File: src/rtl/ptr_addr_gen.sv
module ptr_addr_gen #(
  parameter int DW    = 8,
  parameter int DISPW = 6,
  parameter int RIDXW = 5,
  parameter int ZBASE = 30
) (
  input  logic             clk,
  input  logic             rst_n,
  input  logic [1:0]       op,
  input  logic [1:0]       mode,
  input  logic [DISPW-1:0] disp,
  input  logic [RIDXW-1:0] ptr_sel,
  output logic [RIDXW-1:0] ptr_base,
  input  logic [DW-1:0]    ptr_lo,
  input  logic [DW-1:0]    ptr_hi,
  input  logic [DW-1:0]    src_byte,
  output logic [2*DW-1:0]  mem_addr,
  output logic             mem_rd,
  output logic             mem_wr,
  output logic [DW-1:0]    mem_wdata,
  input  logic [DW-1:0]    mem_rdata,
  output logic [2*DW-1:0]  pgm_addr,
  output logic             pgm_rd,
  input  logic [DW-1:0]    pgm_rdata,
  output logic             ptr_we,
  output logic [DW-1:0]    ptr_wlo,
  output logic [DW-1:0]    ptr_whi,
  output logic             dst_we,
  output logic [DW-1:0]    dst_wdata
);

  localparam int PW = 2 * DW;
  localparam logic [RIDXW-1:0] ZIDX = RIDXW'(ZBASE);
  localparam logic [1:0] OP_LOAD = 2'd1, OP_STORE = 2'd2, OP_PGM = 2'd3;
  localparam logic [1:0] M_PLAIN = 2'd0, M_PREDEC = 2'd1, M_POSTINC = 2'd2, M_DISP = 2'd3;
  localparam logic [PW-1:0] ONE = PW'(1);

  logic [PW-1:0] ptr, ptr_inc, ptr_dec, eff, wb_val;
  logic          data_op, wb_req, rd_q, pgm_q;

  assign ptr     = {ptr_hi, ptr_lo};
  assign ptr_inc = ptr + ONE;
  assign ptr_dec = ptr - ONE;
  assign data_op = (op == OP_LOAD) || (op == OP_STORE);

  always_comb begin
    eff    = ptr;
    wb_val = ptr;
    wb_req = 1'b0;
    case (mode)
      M_PLAIN:   ;
      M_PREDEC:  begin eff = ptr_dec; wb_val = ptr_dec; wb_req = 1'b1; end
      M_POSTINC: begin wb_val = ptr_inc; wb_req = 1'b1; end
      M_DISP:    eff = ptr + {{(PW-DISPW){1'b0}}, disp};
      default:   ;
    endcase
  end

  assign ptr_base  = (op == OP_PGM) ? ZIDX : ptr_sel;
  assign mem_addr  = eff;
  assign mem_rd    = (op == OP_LOAD);
  assign mem_wr    = (op == OP_STORE);
  assign mem_wdata = src_byte;
  assign pgm_addr  = ptr;
  assign pgm_rd    = (op == OP_PGM);

  assign ptr_we             = data_op ? wb_req : (pgm_rd && mode == M_POSTINC);
  assign {ptr_whi, ptr_wlo} = data_op ? wb_val : ptr_inc;

  always_ff @(posedge clk) begin
    if (!rst_n) begin
      rd_q  <= 1'b0;
      pgm_q <= 1'b0;
    end else begin
      rd_q  <= mem_rd || pgm_rd;
      pgm_q <= pgm_rd;
    end
  end

  assign dst_we    = rd_q;
  assign dst_wdata = pgm_q ? pgm_rdata : mem_rdata;


  strobe_excl_chk: assert property (@(posedge clk) disable iff (!rst_n)
    $onehot0({mem_rd, mem_wr, pgm_rd}));


  idle_quiet_chk: assert property (@(posedge clk) disable iff (!rst_n)
    !(mem_rd || mem_wr || pgm_rd) |-> !ptr_we);


  predec_wb_chk: assert property (@(posedge clk) disable iff (!rst_n)
    (ptr_we && (mem_rd || mem_wr) && mode == M_PREDEC) |-> ({ptr_whi, ptr_wlo} == mem_addr));


  postinc_wb_chk: assert property (@(posedge clk) disable iff (!rst_n)
    (ptr_we && (mem_rd || mem_wr) && mode == M_POSTINC) |-> ({ptr_whi, ptr_wlo} == mem_addr + ONE));


  pgm_zpair_chk: assert property (@(posedge clk) disable iff (!rst_n)
    pgm_rd |-> (ptr_base == ZIDX));


  pgm_wb_only_postinc_chk: assert property (@(posedge clk) disable iff (!rst_n)
    (pgm_rd && ptr_we) |-> (mode == M_POSTINC && {ptr_whi, ptr_wlo} == pgm_addr + ONE));


  load_return_chk: assert property (@(posedge clk) disable iff (!rst_n)
    (mem_rd || pgm_rd) |=> dst_we);


  no_spurious_dst_chk: assert property (@(posedge clk) disable iff (!rst_n)
    !(mem_rd || pgm_rd) |=> !dst_we);

endmodule

File: config.mk
export PLATFORM = sky130hd
export DESIGN_NAME = ptr_addr_gen
export DESIGN_NICKNAME = d
export VERILOG_FILES = /design/src/rtl/ptr_addr_gen.sv
export SDC_FILE = /design/constraint.sdc
export NUM_CORES = 1
export LEC_CHECK = 0
export CORE_ASPECT_RATIO = 0.9
export CORE_MARGIN = 1
export CORE_UTILIZATION = 43
export CTS_CLUSTER_SIZE = 25
export DETAILED_ROUTE_END_ITERATION = 12
export MAX_ROUTING_LAYER = met4
export PLACE_DENSITY = 0.9
export SETUP_SLACK_MARGIN = 0.4
export SYNTH_ARGS = -nofsm -noshare
export SYNTH_HDL_FRONTEND = slang
export SYNTH_SLANG_ARGS = --single-unit
export TNS_END_PERCENT = 30
File: constraint.sdc
create_clock -name clk -period 6.3 [get_ports clk]
set_input_delay 1.26 -clock clk [delete_from_list [all_inputs] [get_ports clk]]
set_output_delay 1.26 -clock clk [all_outputs]
set_load 0.02 [all_outputs]
==> results.ini <==
[status]
status=completed

[cells_and_area]
instances_no_fill=492
n_antenna_cell=0
count_of_nets_after_finishing=501
n_fill_cell=438
post_route_cells_drive_above_1_share=0.0796
area.growth.synth_to_final_pct=46.5

[cts]
cts_tree=built
post_cts_buffers=0
clk_path_buf_depth=2
clock_tree.root_cell=sky130_fd_sc_hd__clkbuf_8
tritoncts.num_buffers=3
cts_sinks=2
cts_htree_levels=1
clkTransAtPathRegs_ns=0.03

[floorplan]
boundary_pins=131
core_um2=4950
design.die.area_um2=5550
initial_utilization=0.456
rows=24
vertical_die_dimension_um=70.8
die_w_um=78.4

[synthesis]
yosys-top-cells-area=sky130_fd_sc_hd__buf_4, sky130_fd_sc_hd__ha_1, sky130_fd_sc_hd__o21ai_0
yosys.area.top_type=sky130_fd_sc_hd__buf_4
synth_cells=351
number_of_synthesized_register_bits=2
count_of_flip_flops_with_a_built_in_enable_after_synthesis=0
ys_dominant_reg_cell=sky130_fd_sc_hd__dfxtp_1
synth_commonest_cells=sky130_fd_sc_hd__nand2_1, sky130_fd_sc_hd__nor2_1, sky130_fd_sc_hd__buf_4, sky130_fd_sc_hd__o21ai_0
synthDistinctLibCells=60
synth_seq_area_share=0.0177
synth_warnings=0
synth_most_common_cell=sky130_fd_sc_hd__nand2_1
synth_top_area_share=0.0797
synth_area_um2=2260
ys_async_sr_fraction=0
syn_nets=423
synth_area_per_cell_um2=6.44

[sta]
slew_headroom=0.372
hold_violations=0
transition_time_at_the_pin_with_the_least_slew_margin_ns=0.934
setup_viol=0
grt_setup_unrepaired=yes
tns_ns=0
period_share=0.915
finalWorstSetupSlack_ns=0.533
finalCriticalPeriod_ns=5.77
timing_max_transition_violations_final=0
max_clock_freq_mhz=173

[critical_path]
worstPathArrival_ns=4.51
setup.worst_path.start=ptr_lo[0]
cp_cell_sequence=clkdlybuf4s50_1 > ha_1 > inv_1 > fa_1 > nor2b_1 > o31ai_1 > nand2b_1 > a211o_1 > a21oi_1 > clkdlybuf4s50_1
crit_path_max_fanout=11
crit_end=mem_addr[6]
worstPathRequired_ns=5.04
start_kind=primary input
logic_depth_of_the_worst_path_buffers_included=10
cpMaxStageDelayCell=sky130_fd_sc_hd__o31ai_1
category_of_the_critical_setup_timing_path=primary input to primary output
cp-end-kind=primary output
critical_path_buf_inv_count=3
worst_path_most_repeated_cell=sky130_fd_sc_hd__clkdlybuf4s50_1
worst_path_largest_cell_delay_ns=0.76
timing.critical_path.max_delay_family=buffers and inverters

[placement]
post-dp-hpwl_mm=6.52
preCtsSetupSlack_ns=0.599
numPlacedInstances=489
routabilityCongestion=0.970
buffers_on_ports=114

[global_routing]
antenna_found_initial=0
total_grt_overflow=0
grt_start_max_net_pins=20
grt_util_all_layers=0.306
first_global_vias=2783
grt_pass1_wl_mm=13.5

[hold_path]
hp-class=primary input to register

[detailed_routing]
highest_layer=met4
detail_route.iter0.violations=475
via_per_inst=6.26
ant_nets=0
met2_length_mm=4.04
finalWirelength_mm=8.60
firstDrtPassIters=5
detail_route.wirelength.met1_mm=3.50
dr_wl_met3_um=926
route.vias.total=3079
drc_errors=0
routed_wire_length_per_instance_um=17.5

[power]
power_leakage_nw=1.23
power.ir.vdd_worst_mv=0.0712
power.density_nw_per_um2=111

[run]
max_cap_viol_count=0

## logic make-up (layout without fill, tap and decap cells)
kind of cell | Yosys count | count (layout) | synth area share
AND/OR/NAND/NOR | 136 | 136 | 0.316
AO/OA/AOI/OAI | 110 | 110 | 0.331
buffers and inverters | 67 | 143 | 0.157
adder cells (fa/ha/maj) | 15 | 15 | 0.0864
multiplexers | 12 | 12 | 0.0576
XOR/XNOR | 9 | 9 | 0.0349
flip-flops | 2 | 2 | 0.0177
## final cells by class
type,count,area [µm²],area share
timing repair buffer,124,1220,0.367
tap,65,81.3,0.0246
sequential,2,40.0,0.0121
clock buffer,3,41.3,0.0125
inverter,16,60.1,0.0181
multi-input combinational,282,1870,0.565
## stage by stage
step	cell area [µm²]	power, W	hold WS [ns]	utilization
final	3310	0.000367	1.62	0.668
after global routing	3310	0.000389	1.63	0.668
after CTS	3300	0.000365	1.62	0.667
after detailed placement	3260	0.000313	1.84	0.659
after global placement	3260	0.000308	1.83	0.659
after floorplan	2260	0.000191	1.38	-
## sequential cells by signal, summed over array words and instances (netlist names)
signal,flops
dst_we,1
pgm_q,1
## placed cells by master, fill, tap and decap left out, drive strengths merged, types with 6 or more instances in the layout
cell type | netlist | final
a211oi | 6 | 6
a21oi | 20 | 20
a221oi | 6 | 6
a31oi | 9 | 9
and2 | 6 | 6
and3 | 6 | 6
buf | 30 | 10
clkdlybuf4s50 | 0 | 114
ha | 14 | 14
inv | 15 | 15
mux2 | 8 | 8
nand2 | 31 | 31
nand2b | 7 | 7
nand3 | 15 | 15
nand4 | 8 | 8
nor2 | 26 | 26
nor3 | 12 | 12
o21ai | 24 | 24
or2 | 6 | 6
## power breakdown
group / switching (W) / leakage (nW) / internal [W] / total [W]
registers: 0.000000843 / 0.0165 / 0.0000135 / 0.0000143
logic: 0.000164 / 1.20 / 0.000140 / 0.000304
clock network: 0.00000857 / 0.0216 / 0.0000403 / 0.0000488
## timing repair
action                                  4_1_cts  5_1_grt
endpoints found under the setup margin        0        3
gates resized for setup                       0        1
hold buffers                                  0        0
## routing by layer
metal / GRT usage / vias up
met4: 0.0761 / 0
met2: 0.524 / 222
met5: - / -
met3: 0.0361 / 24
met1: 0.381 / 1391
li1: - / 1442
## worst min-delay path by stage
stage	start	to	slack, ns	depth (start not counted)
finish	rst_n	dst_we	1.62	2
global route	rst_n	dst_we	1.63	2
CTS	rst_n	dst_we	1.62	2
detailed placement	rst_n	dst_we	1.84	2
global placement	rst_n	dst_we	1.83	2
floorplan	rst_n	dst_we	1.38	1
(Power assumes the default switching activity.)
